<file path="src/rtl/phy_ctl_master.sv">
module phy_ctl_master #(
  parameter int DW           = 16,
  parameter int POLL_GAP_CYC = 12500,
  parameter int MAX_POLLS    = 10
) (
  input  logic          clk,
  input  logic          rst_n,
  input  logic          cmd_valid,
  input  logic [1:0]    cmd_op,
  input  logic [DW-1:0] cmd_data,
  input  logic          pwrdn_req,
  output logic          busy,
  output logic          done,
  output logic          err,
  output logic [DW-1:0] rd_data,
  output logic [DW-1:0] phy_din,
  output logic          phy_cap_addr,
  output logic          phy_cap_data,
  output logic          phy_wr,
  output logic          phy_rd,
  output logic          phy_pwrdn,
  input  logic          phy_ack,
  input  logic [DW-1:0] phy_dout
);
  localparam int GW = $clog2(POLL_GAP_CYC + 1);
  localparam int PW = $clog2(MAX_POLLS + 1);

  typedef enum logic [1:0] {S_IDLE, S_HI, S_LO} state_t;
  localparam logic [1:0] PH_CA = 2'd0, PH_CD = 2'd1, PH_WR = 2'd2, PH_RD = 2'd3;

  state_t      st;
  logic [1:0]  ph, ph_n;
  logic [3:0]  stb;
  logic [GW-1:0] gcnt;
  logic [PW-1:0] pcnt;
  logic        want;

  assign busy         = (st != S_IDLE);
  assign want         = (st == S_HI);
  assign phy_cap_addr = stb[PH_CA];
  assign phy_cap_data = stb[PH_CD];
  assign phy_wr       = stb[PH_WR];
  assign phy_rd       = stb[PH_RD];

  always_comb begin
    case (cmd_op)
      2'd0:    ph_n = PH_CA;
      2'd1:    ph_n = PH_CD;
      default: ph_n = PH_RD;
    endcase
  end

  always_ff @(posedge clk) begin
    if (!rst_n) begin
      st <= S_IDLE; ph <= PH_CA; stb <= '0; gcnt <= '0; pcnt <= '0;
      done <= 1'b0; err <= 1'b0; rd_data <= '0; phy_din <= '0; phy_pwrdn <= 1'b0;
    end else begin
      done      <= 1'b0;
      err       <= 1'b0;
      phy_pwrdn <= pwrdn_req;
      case (st)
        S_IDLE: if (cmd_valid && cmd_op != 2'd3) begin
          ph   <= ph_n;
          stb  <= 4'b0001 << ph_n;
          gcnt <= '0;
          pcnt <= '0;
          st   <= S_HI;
          if (cmd_op != 2'd2) phy_din <= cmd_data;
        end
        default: begin
          if (gcnt != '0) begin
            gcnt <= gcnt - 1'b1;
          end else if (phy_ack == want) begin
            pcnt <= '0;
            if (st == S_HI) begin
              stb <= '0;
              st  <= S_LO;
              if (ph == PH_RD) rd_data <= phy_dout;
            end else if (ph == PH_CD) begin
              stb <= 4'b0001 << PH_WR;
              if (phy_din[0]) begin
                st   <= S_IDLE;
                done <= 1'b1;
              end else begin
                ph <= PH_WR;
                st <= S_HI;
              end
            end else begin
              st   <= S_IDLE;
              done <= 1'b1;
            end
          end else if (pcnt == PW'(MAX_POLLS - 1)) begin
            stb  <= '0;
            st   <= S_IDLE;
            done <= 1'b1;
            err  <= 1'b1;
          end else begin
            pcnt <= pcnt + 1'b1;
            gcnt <= GW'(POLL_GAP_CYC - 1);
          end
        end
      endcase
    end
  end

  a_r1_strobe_onehot: assert property (@(posedge clk) disable iff (!rst_n)
    $onehot0({phy_cap_addr, phy_cap_data, phy_wr, phy_rd}));
  a_r5_timeout_strobes_low: assert property (@(posedge clk) disable iff (!rst_n)
    err |-> !(phy_cap_addr || phy_cap_data || phy_wr || phy_rd) && !busy);
  a_r7_din_stable_busy: assert property (@(posedge clk) disable iff (!rst_n)
    busy |=> $stable(phy_din));
  a_r9_pwrdn_follow: assert property (@(posedge clk) disable iff (!rst_n)
    $past(rst_n) |-> phy_pwrdn == $past(pwrdn_req));
  a_r11_err_with_done: assert property (@(posedge clk) disable iff (!rst_n)
    err |-> done);
  a_r11_done_pulse: assert property (@(posedge clk) disable iff (!rst_n)
    done |=> !done);
endmodule

</file>
<file path="config.mk">
export PLATFORM = sky130hd
export DESIGN_NAME = phy_ctl_master
export DESIGN_NICKNAME = d
export VERILOG_FILES = /design/src/rtl/phy_ctl_master.sv
export SDC_FILE = /design/constraint.sdc
export NUM_CORES = 1
export LEC_CHECK = 0
export BUFFER_PORTS_ARGS = -buffer_cell sky130_fd_sc_hd__buf_2
export CAP_MARGIN = 30
export CORE_ASPECT_RATIO = 1.25
export CORE_MARGIN = 4
export CORE_UTILIZATION = 46
export DETAILED_ROUTE_END_ITERATION = 6
export PLACE_DENSITY = 0.75
export SLEW_MARGIN = 30
export SYNTH_ARGS = -nofsm -noshare
export SYNTH_HDL_FRONTEND = slang
export SYNTH_SLANG_ARGS = --single-unit
</file>
<file path="constraint.sdc">
create_clock -name clk -period 2.08 [get_ports clk]
set_input_delay 0.624 -clock clk [delete_from_list [all_inputs] [get_ports clk]]
set_output_delay 0.624 -clock clk [all_outputs]
set_load 0.02 [all_outputs]
</file>
== After elaboration in Yosys (flattened, before gate mapping) ==
Cells that the tools add are included.

* $add $sub $neg: 2
* Eq/ne operators: 16
* Shift operators: 1
* Muxes and demuxes: 38
* Bitwise logic cells: 3
* Reduce and logical (&&, ||, !) cells: 17

{| class="wikitable"
|+ Operator list
! operator !! count
|-
| 2-to-1 mux 14 bit || 5
|-
| 2-to-1 mux 4 bit || 12
|-
| 2-to-1 mux 2 bit || 14
|-
| nonzero test 14 bit || 1
|-
| subtractor 14 x 1 -> 14 bit, second input constant || 1
|-
| AND reduction 3 bit || 4
|-
| != test 3 x 2 -> 1 bit, second input constant || 3
|-
| equality test 2 x 1 -> 1 bit, second input constant || 3
|-
| 2-to-1 mux 1 bit || 6
|-
| != test 2 x 1 -> 1 bit, second input constant || 3
|-
| != test 2 bit, second input constant || 3
|-
| AND reduction 6 bit || 1
|-
| nonzero test 2 bit || 3
|-
| AND reduction 5 bit || 1
|-
| adder 4 x 1 -> 4 bit, second input constant || 1
|-
| equality test 4 bit, second input constant || 1
|-
| logical NOT 2 bit || 2
|-
| != test 4 x 2 -> 1 bit, second input constant || 1
|-
| case mux 2 bit (2 select lines) || 1
|-
| AND reduction 4 bit || 1
|-
| OR reduction 4 bit || 1
|-
| left shift 1 x 2 -> 4 bit, first input constant || 1
|-
| NOT 1 bit || 3
|-
| nonzero test 3 bit || 1
|-
| other kinds (4) || 4
|}

* Bits in registers: 61
* Output and inout port bits: 40

== Longest topological paths before layout ==
Gate-level depths: netlist of run 1.

* Depth after elaboration: 6
* Gate-level depth with buffers: 10

== Worst setup path after synthesis of run 1 ==
OpenSTA, ideal clock, no wires.

* Path kind: input port to flip-flop
* Start point: input port phy_ack
* End point: register gcnt[2]
* Arrival: 1.939 ns
* Slack: 0.071 ns
* Stages: 6
* Path through: inv_1 > ha_1 > nand2_1 > a31o_2 > or3_2 > a21oi_1

* Longest elaborated chain between the ends: 3

{| class="wikitable"
|+ RTL lines
! what !! RTL line !! text
|-
| start, declared || 22 || <nowiki>input logic phy_ack,</nowiki>
|-
| equality test 1 bit || 73 || <nowiki>end else if (phy_ack == want) begin</nowiki>
|-
| != test 3 x 2 -> 1 bit (no source line) || - ||
|-
| AND reduction 3 bit (no source line) || - ||
|-
| end signal, assigned || 72 || <nowiki>gcnt <= gcnt - 1'b1;</nowiki>
|-
| end signal, assigned || 99 || <nowiki>gcnt <= GW'(POLL_GAP_CYC - 1);</nowiki>
|-
| end, declared || 34 || <nowiki>logic [GW-1:0] gcnt;</nowiki>
|}

No other way between the ends.
A chain may end at the register's enable or synchronous reset.

== Final worst setup path of run 1 ==
* Start point: register gcnt[0]
* End point: register stb[3]

* Longest elaborated chain between the ends: 3

{| class="wikitable"
|+ RTL lines
! what !! RTL line !! text
|-
| nonzero test 14 bit || 71 || <nowiki>if (gcnt != '0) begin</nowiki>
|-
| != test 2 x 1 -> 1 bit (no source line) || - ||
|-
| AND reduction 4 bit (no source line) || - ||
|-
| end signal, assigned || 64 || <nowiki>stb <= 4'b0001 << ph_n;</nowiki>
|-
| end signal, assigned || 80 || <nowiki>stb <= 4'b0001 << PH_WR;</nowiki>
|-
| end, declared || 33 || <nowiki>logic [3:0] stb;</nowiki>
|}

No other way between the ends.

==> flow_summary_export.csv, run 1 <==
group,metric,value,unit
outcome,status,"finished clean",
final_layout,nNetsFinal,474,
logic_synthesis,synth_sequential_area_ratio,0.4459,
route,dr_wl_met2,3285,um
logic_synthesis,ys.flop_type,"dfxtp_1",
route,wl,6572,um
sta,setup_violations,0,
sta,final_hold_viol_count,0,
power,power_switching,2.119,mW
final_layout,drive_gt1_frac,0.3425,
worst_setup_path,cp_max_fo,8,
power,peakVddDrop,0.9754,mV
final_layout,final_cells,501,
power,switching_share,0.3755,
power,seqPwrFrac,0.274,
sta,post-route-min-period,2024,ps
logic_synthesis,syn_area_per_cell,8.300,sq um
cts,cts_tree,"done",
cts,numClockSinks,61,
route,post_drt_wl_per_cell,13.12,um
final_layout,fillers,500,
sta,timing.final.max_slew_violations,0,
floorplanning,io_pins,79,
route,highest_layer,"met4",
worst_setup_path,worstPathRequired,2320,ps
logic_synthesis,synthesis.area,0.002739,sq mm
power,p_int,3.524,mW
cts,cts_max_path_buffers,2,
sta,tns,0,ps
power,p_clk_frac,0.230,
logic_synthesis,syn_inst,330,
floorplanning,initial_core_util,0.4739,
sta,skew,8.751,ps
sta,rsz0062_at_grt,"yes",
cts,clkTransAtPathRegs,70,ps
final_layout,design_area,0.003601,sq mm
worst_setup_path,r2r_slack,60,ps
sta,max_freq,0.4941,GHz
worst_setup_path,critPathKind,"reg -> reg",
power,power_density,1567,mW/mm^2
cts,ctsHoldBuffers,0,
route,ant_nets,0,
logic_synthesis,synth_edf_count,0,
cts,cts_root_buf,"clkbuf_8",
placement,dpl.hpwl,4824,um
route,wl_met3,406,um
route,drtIter0Drc,131,
placement,postPlaceCellArea,0.003299,sq mm
cts,htree_levels,3,
floorplanning,num_rows,31,
power,p_comb_frac,0.497,
global_routing,grt_antenna_before_repair,0,
route,via_per_inst,5.236,
logic_synthesis,synth_top_area_frac,0.4459,
logic_synthesis,yosys_warnings,0,
global_routing,grt_pass1_vias,2548,
power,leakage,1.602,nW
placement,place_inst,480,
logic_synthesis,synth_top_cell_by_area,"dfxtp_1",
route,wl_met1,2758,um
floorplanning,coreArea,0.005779,sq mm
sta,slew_headroom,0.7135,
final_layout,area_growth,31.48,%
logic_synthesis,synth-seq-cells,61,
global_routing,grt_usage,0.1850,
global_routing,grt_max_degree,42,
route,drtPass1Iterations,4,
route,vias,2623,
logic_synthesis,synth_common_cells,"nand2_1 (83), dfxtp_1 (61), a21oi_1 (48)",
logic_synthesis,async_flop_share,0,
placement,gp_congestion,0.8084,
worst_setup_path,arrival,2260,ps
worst_setup_path,crit_path_start_kind,"flop",
final_layout,diodes,0,
logic_synthesis,ys_types,56,
global_routing,grt_pass1_wl,10770,um
floorplanning,fp.dieH,94.27,um
min_path,holdCritPathClass,"reg -> reg",
sta,period_share,0.9731,
global_routing,overflow,0,
logic_synthesis,synthesis.nets,374,
worst_setup_path,end_kind,"flop",
sta,worst_pin_slew,429.8,ps
cts,clock_latency,350,ps
placement,portBuffers,78,
route,drc,0,
floorplanning,die_x,77.02,um
logic_synthesis,synthMostInstantiatedCell,"nand2_1",
floorplanning,die-area,0.007260,sq mm
logic_synthesis,synth_area_leaders,"dfxtp_1 (45%), nand2_1 (11%), a21oi_1 (8.8%)",
run,cap_viol_max_count,0,
cts,cts_made_buffers,9,
[final timing paths]
kind | start | to | cells after the start
setup / recovery | gcnt[0]$_SDFFE_PN0P_ | stb[3]$_SDFFE_PN0P_ | 8
hold / removal | rd_data[1]$_SDFFE_PN0P_ | rd_data[1]$_SDFFE_PN0P_ | 2
setup reg to reg | gcnt[0]$_SDFFE_PN0P_ | stb[3]$_SDFFE_PN0P_ | 8
hold reg to reg | rd_data[1]$_SDFFE_PN0P_ | rd_data[1]$_SDFFE_PN0P_ | 2
[cells in the final DEF (no fill, tap or decap), types with 5 or more instances in the layout]
cell type	n
nand2_1	83
buf_2	78
dfxtp_1	60
a21oi_1	47
buf_4	26
inv_1	11
o21ai_0	10
nor2_1	9
clkbuf_8	9
nand3_1	8
and2_1	5
or3_1	5
and3_1	5
or4_1	5
ha_1	5
[critical path, cell delays in order, from the launching register on]
cell and delay [ps]:
dfxtp_1 310, inv_1 60, ha_1 160, or4b_4 510
nor2_8 170, a31oi_1 100, buf_4 170, a21o_1 200
a31o_2 250
[routing by layer]
| metal | vias up | GRT usage |
|---|---|---|
| met5 | - | 0 |
| met4 | 0 | 0.1128 |
| met3 | 16 | 0.04607 |
| met2 | 66 | 0.3249 |
| met1 | 1194 | 0.1999 |
| li1 | 1347 | - |
[kinds of logic after synthesis]
| group | Yosys count | share of synthesized area |
|---|---|---|
| compound gates | 86 | 0.2047 |
| xor+xnor | 3 | 0.009595 |
| fa+ha+maj | 5 | 0.02284 |
| buf+inv | 28 | 0.04340 |
| flops | 61 | 0.4459 |
| mux | 3 | 0.01096 |
| simple gates | 144 | 0.2627 |
[sequential cells by signal (all words and copies together) (netlist names)]
| register | cells |
|---|---|
| done | 1 |
| rd_data | 16 |
| stb | 4 |
| phy_pwrdn | 1 |
| err | 1 |
| phy_din | 16 |
| pcnt | 4 |
| gcnt | 14 |
| ph | 2 |
| st | 2 |
[final cells by class]
cell class	instances	area (sq um)	share of cell area
clock buffers	9	123.9	0.03440
clock inverters	7	122.6	0.03405
inverters	13	48.80	0.01355
multi-input cells	241	1415	0.3930
flip-flops and latches	61	1222	0.3395
well taps	66	82.58	0.02293
repair buffers	104	585.6	0.1626
[per-stage QoR]
| step | worst slack, ps | util | total power, mW | hold slack, ps |
|---|---|---|---|---|
| 2_1_floorplan | 70.88 | - | 3.306 | 450.5 |
| 3_3_place_gp | -73.11 | 0.5709 | 4.028 | 435.7 |
| 3_5_place_dp | -137.9 | 0.5709 | 4.094 | 440.9 |
| 4_1_cts | 12.12 | 0.6136 | 5.408 | 450.9 |
| 5_1_grt | -12.83 | 0.6231 | 6.022 | 467.5 |
| 6_report | 56.04 | 0.6231 | 5.643 | 447.2 |
[power by group through the flow]
stage / Combinational [mW] / Sequential [mW] / Clock (mW)
after global routing: 3.08 / 1.57 / 1.37
after CTS: 2.54 / 1.54 / 1.33
final: 2.80 / 1.54 / 1.30
after global placement: 2.48 / 1.55 / 0
after detailed placement: 2.53 / 1.56 / 0
after floorplan: 1.72 / 1.59 / 0
[what timing repair did]
item,in CTS,in global routing
endpoints found under the hold margin,0,0
buffers inserted,0,5
resized for setup,0,4
setup endpoints to repair,0,5
Note: power is estimated with default switching activity, not from simulation.
==> inputs of run 2 (changes only) <==
Settings changed: CORE_ASPECT_RATIO 1.25 to unset.
==> flow_summary_export.csv, run 2 (synthesis results as in run 1) <==
group,metric,value,unit
outcome,status,"finished clean",
cts,clock_latency,340,ps
sta,slew_headroom,0.5867,
route,vias,2641,
placement,portBuffers,78,
route,drtPass1Iterations,4,
final_layout,area_growth,30.97,%
cts,numClockSinks,61,
final_layout,drive_gt1_frac,0.3449,
global_routing,overflow,0,
final_layout,diodes,0,
power,power,5.520,mW
power,power_switching,2.149,mW
power,p_int,3.371,mW
power,switching_share,0.3892,
cts,cts_root_buf,"clkbuf_8",
route,wl,6789,um
worst_setup_path,r2r_cells,8,
placement,postPlaceCellArea,0.003284,sq mm
power,p_clk_frac,0.206,
final_layout,nNetsFinal,471,
worst_setup_path,crit_path_start_kind,"flop",
floorplanning,die_x,85.16,um
worst_setup_path,r2r_slack,80,ps
cts,cts_made_buffers,9,
sta,skew,10.94,ps
sta,post-route-min-period,2003,ps
worst_setup_path,arrival,2230,ps
final_layout,final_cells,504,
global_routing,grt_pass1_vias,2411,
worst_setup_path,timing.rr.start,"gcnt[1]$_SDFFE_PN0P_",
cts,cts_tree,"done",
worst_setup_path,timing.critical_path.buf_inv,2,
worst_setup_path,worstPathRequired,2310,ps
sta,max_freq,0.4994,GHz
global_routing,grt_pass1_wl,11030,um
global_routing,grt_busiest_layer,"met2",
sta,period_share,0.9628,
route,drtIter0Drc,127,
final_layout,multiInputGateArea,0.001446,sq mm
worst_setup_path,r2r-end,"stb[3]$_SDFFE_PN0P_",
final_layout,seq_area,0.001224,sq mm
floorplanning,io_pins,79,
cts,htree_levels,3,
global_routing,grt_max_degree,42,
placement,gp_congestion,0.8863,
route,post_drt_wl_per_cell,13.47,um
global_routing,grt_antenna_before_repair,0,
final_layout,final_util,0.6358,
placement,place_inst,483,
sta,final_hold_viol_count,0,
final_layout,fillers,495,
cts,cts_max_path_buffers,2,
cts,clkTransAtPathRegs,70,ps
power,power_density,1539,mW/mm^2
final_layout,layout_common_cells,"nand2_1 (83), buf_2 (78), dfxtp_1 (59)",
floorplanning,fp.dieH,85.16,um
power,peakVddDrop,0.8829,mV
worst_setup_path,critical_path.top_delay_family,"simple AND/OR/NAND/NOR gates",
min_path,holdCritPathClass,"reg -> reg",
worst_setup_path,path_cells,"inv_2 -> ha_4 -> or4b_4 -> nor2_8 -> a31oi_1 -> buf_4 -> a21o_1 -> a31o_2",
sta,timing.final.max_slew_violations,0,
final_layout,reg_top3,"phy_din: 16 flops, rd_data: 16 flops, gcnt: 14 flops",
power,seqPwrFrac,0.282,
worst_setup_path,setup.worst_path.end,"stb[3]$_SDFFE_PN0P_",
run,cap_viol_max_count,0,
worst_setup_path,end_kind,"flop",
power,p_comb_frac,0.511,
floorplanning,coreArea,0.005642,sq mm
sta,setup_violations,0,
floorplanning,num_rows,27,
sta,worst_pin_slew,618.5,ps
global_routing,met2_usage,0.3143,
global_routing,grtUsageMet3,0.05922,
worst_setup_path,critPathSlowestCell,"or4b_4",
worst_setup_path,cp-startpoint,"gcnt[1]$_SDFFE_PN0P_",
route,drc,0,
worst_setup_path,critPathKind,"reg -> reg",
sta,hold-worst-slack,450.1,ps
worst_setup_path,max_stage_delay,500,ps
power,leakage,1.583,nW
global_routing,grt_usage,0.1889,
cts,ctsHoldBuffers,0,
floorplanning,initial_core_util,0.4855,
floorplanning,die-area,0.007252,sq mm
final_layout,final_common_cell,"nand2_1",
worst_setup_path,crit_cells,8,
global_routing,use_met1,0.2201,
placement,dpl.hpwl,4818,um
route,via_per_inst,5.240,
worst_setup_path,cp_max_fo,7,
route,ant_nets,0,
final_layout,design_area,0.003587,sq mm
-- run 2: power by group through the flow --
stage / Clock, mW / Combinational, mW / Sequential (mW)
6_report: 1.14 / 2.82 / 1.56
4_1_cts: 1.16 / 2.55 / 1.55
3_5_place_dp: 0 / 2.54 / 1.57
5_1_grt: 1.24 / 3.08 / 1.58
3_3_place_gp: 0 / 2.48 / 1.56
2_1_floorplan: 0 / 1.72 / 1.59
-- run 2: layout make-up --
cell class,instances,area share
sequential,61,0.3411
clock buffer,10,0.03558
inverter,13,0.01360
multi-input combinational,241,0.4032
timing repair buffer,101,0.1570
clock inverter,6,0.02442
tap,72,0.02511
-- run 2: per-stage QoR --
step	worst slack [ps]	setup TNS, ps
final	77.45	0
after global routing	-9.338	-18.72
after CTS	8.764	0
after detailed placement	-150.8	-605.6
after global placement	-100.2	-287.6
after floorplan	70.88	0
-- run 2: worst min path at each step --
stage	from	to	slack [ps]	cells after the start
2_1_floorplan	gcnt[1]$_SDFFE_PN0P_	gcnt[1]$_SDFFE_PN0P_	450	2
3_3_place_gp	rd_data[15]$_SDFFE_PN0P_	rd_data[15]$_SDFFE_PN0P_	430	2
3_5_place_dp	rd_data[15]$_SDFFE_PN0P_	rd_data[15]$_SDFFE_PN0P_	440	2
4_1_cts	rd_data[15]$_SDFFE_PN0P_	rd_data[15]$_SDFFE_PN0P_	450	2
5_1_grt	rd_data[13]$_SDFFE_PN0P_	rd_data[13]$_SDFFE_PN0P_	470	2
6_report	rd_data[15]$_SDFFE_PN0P_	rd_data[15]$_SDFFE_PN0P_	450	2
-- run 2: worst min-delay path, cell delays in order, from the launching register on --
cell and delay, ps:
dfxtp_1 310, nand2_1 50, a21oi_1 50
-- run 2: repair_timing --
item,CTS,global route
resized for setup,0,12
buffers inserted,0,5
endpoints found under the setup margin,3,31
pin swaps,1,4
cloned,0,0
-- run 2: per-layer routing --
metal	part of all wire	routed length, um
met1	0.42	2860
met2	0.49	3328
met3	0.068	460
met4	0.021	140
met5	0	0
==> inputs of run 3 (changes only) <==
Settings changed: ABC_AREA set to 1, CORE_UTILIZATION 46 to 47.
==> flow_summary_export.csv, run 3 <==
group,metric,value,unit
logic_synthesis,synth-seq-cells,61,
route,post_drt_wl_per_cell,13.16,um
min_path,holdCritPathClass,"reg -> reg",
sta,skew,7.196,ps
worst_setup_path,crit_path_start_kind,"flop",
global_routing,grt_max_degree,32,
logic_synthesis,synth_sequential_area_ratio,0.4072,
logic_synthesis,syn_area_per_cell,7.192,sq um
cts,numClockSinks,61,
final_layout,seq_area,0.001221,sq mm
global_routing,grt_usage,0.2152,
placement,place_inst,563,
power,peakVddDrop,0.6936,mV
sta,slew_headroom,0.7365,
global_routing,grt_antenna_before_repair,0,
final_layout,design_area,0.003628,sq mm
final_layout,multiInputGateArea,0.001530,sq mm
route,wl,7618,um
final_layout,drive_gt1_frac,0.2659,
route,vias,3003,
power,power_density,1484,mW/mm^2
global_routing,met2_usage,0.3473,
global_routing,use_met1,0.2703,
global_routing,overflow,0,
placement,gp_congestion,0.9228,
route,drtPass1Iterations,6,
cts,cts_root_buf,"clkbuf_8",
floorplanning,die_x,87.88,um
worst_setup_path,r2r_slack,220,ps
worst_setup_path,cp-startpoint,"st[1]$_SDFFE_PN0P_",
floorplanning,initial_core_util,0.4948,
logic_synthesis,synthesis.area,0.002999,sq mm
global_routing,grt_pass1_vias,2944,
floorplanning,fp.dieH,87.88,um
cts,clkTransAtPathRegs,60,ps
logic_synthesis,synthesis.nets,461,
floorplanning,die-area,0.007723,sq mm
global_routing,grt_busiest_layer,"met2",
outcome,status,"finished clean",
logic_synthesis,synth_top_area_frac,0.4072,
cts,cts_made_buffers,9,
placement,pre_cts_slack,62.14,ps
sta,worst_slack,63.07,ps
cts,cts_setup_buffers,0,
logic_synthesis,synthMostInstantiatedCell,"nand2_1",
sta,tns,0,ps
worst_setup_path,setup.worst_path.end,"busy",
placement,dpl.hpwl,5488,um
worst_setup_path,cp_max_fo,19,
final_layout,layout_common_cells,"nand2_1 (91), buf_2 (78), dfxtp_1 (61)",
floorplanning,coreArea,0.006061,sq mm
worst_setup_path,arrival,1390,ps
final_layout,fillers,575,
worst_setup_path,critPathKind,"reg -> out",
run,cap_viol_max_count,0,
min_path,worstHoldPathCells,2,
worst_setup_path,r2r-end,"stb[0]$_SDFFE_PN0P_",
logic_synthesis,synth_top_cell_by_area,"dfxtp_1",
global_routing,grtUsageMet3,0.05456,
logic_synthesis,yosys_warnings,0,
sta,period_share,0.9697,
placement,portBuffers,78,
logic_synthesis,async_flop_share,0,
final_layout,area_growth,20.98,%
logic_synthesis,ys.flop_type,"dfxtp_1",
logic_synthesis,synth_common_cells,"nand2_1 (91), dfxtp_1 (61), nor2_1 (54)",
final_layout,reg_top3,"phy_din: 16 flops, rd_data: 16 flops, gcnt: 14 flops",
sta,rsz0062_at_grt,"no",
floorplanning,io_pins,79,
sta,worst_pin_slew,393.8,ps
cts,cts_tree,"done",
sta,final_hold_viol_count,0,
logic_synthesis,ys_types,31,
final_layout,final_cells,579,
sta,timing.final.max_slew_violations,0,
logic_synthesis,syn_inst,417,
route,ant_nets,0,
sta,max_freq,0.4958,GHz
route,drc,0,
route,via_per_inst,5.187,
worst_setup_path,timing.rr.start,"st[1]$_SDFFE_PN0P_",
cts,cts_resized,0,
logic_synthesis,synth_area_leaders,"dfxtp_1 (41%), nand2_1 (11%), nor2_1 (6.8%)",
floorplanning,num_rows,28,
worst_setup_path,worstPathRequired,1460,ps
final_layout,final_common_cell,"nand2_1",
cts,clock_latency,330,ps
logic_synthesis,synth_edf_count,0,
final_layout,nNetsFinal,543,
placement,postPlaceCellArea,0.003461,sq mm
sta,setup_violations,0,
route,drtIter0Drc,237,
sta,hold-worst-slack,455.1,ps
power,leakage,1.702,nW
final_layout,diodes,0,
cts,cts_max_path_buffers,2,
global_routing,grt_pass1_wl,13190,um
worst_setup_path,r2r_cells,10,
cts,ctsHoldBuffers,0,
cts,htree_levels,3,
worst_setup_path,end_kind,"output pin",
sta,post-route-min-period,2017,ps
[run 3: per-stage QoR]
stage                     utilization  total power, mW
after floorplan                     -            3.918
final                          0.5987            5.383
after global placement         0.5710            4.408
after detailed placement       0.5710            4.469
after CTS                      0.5987            5.384
after global routing           0.5987            5.829
[run 3: worst min path at each step]
| stage | start | endpoint |
|---|---|---|
| final | phy_din[14]$_SDFFE_PN0P_ | phy_din[14]$_SDFFE_PN0P_ |
| after floorplan | gcnt[1]$_SDFFE_PN0P_ | gcnt[1]$_SDFFE_PN0P_ |
| after global placement | phy_din[10]$_SDFFE_PN0P_ | phy_din[10]$_SDFFE_PN0P_ |
| after CTS | phy_din[14]$_SDFFE_PN0P_ | phy_din[14]$_SDFFE_PN0P_ |
| after global routing | phy_din[8]$_SDFFE_PN0P_ | phy_din[8]$_SDFFE_PN0P_ |
| after detailed placement | phy_din[10]$_SDFFE_PN0P_ | phy_din[10]$_SDFFE_PN0P_ |
[run 3: cells by family (layout without fill, tap and decap cells)]
family          Yosys count  in the layout  synth area share
simple gates            220            220            0.3467
flops                    61             61            0.4072
compound gates           75             75            0.1339
fa+ha+maj                 5              5           0.02086
xor+xnor                  3              3          0.008763
buf+inv                  53            140           0.08261
[run 3: per-layer routing]
metal  vias up  part of all wire  wire length [um]
li1       1529                 -                 -
met1      1354              0.45              3448
met2       105              0.46              3468
met3        15             0.075               572
met4         0             0.017               129
met5         -                 0                 0
[run 3: critical path: stages (launching register included)]
cell and delay [ps]:
dfxtp_1 490, nor2_8 110, inv_4 230, buf_2 220
[run 3: layout make-up]
class	count	area share
Timing Repair Buffer	90	0.1324
Inverter	34	0.03724
Clock buffer	10	0.03517
Multi-Input combinational cell	303	0.4217
Sequential cell	61	0.3366
Tap cell	75	0.02586
Clock inverter	6	0.01103
[run 3: report_power, final]
group | internal (mW) | switching (mW)
clock network | 0.429 | 0.462
registers | 1.37 | 0.175
logic | 0.972 | 1.98
total | 2.77 | 2.61
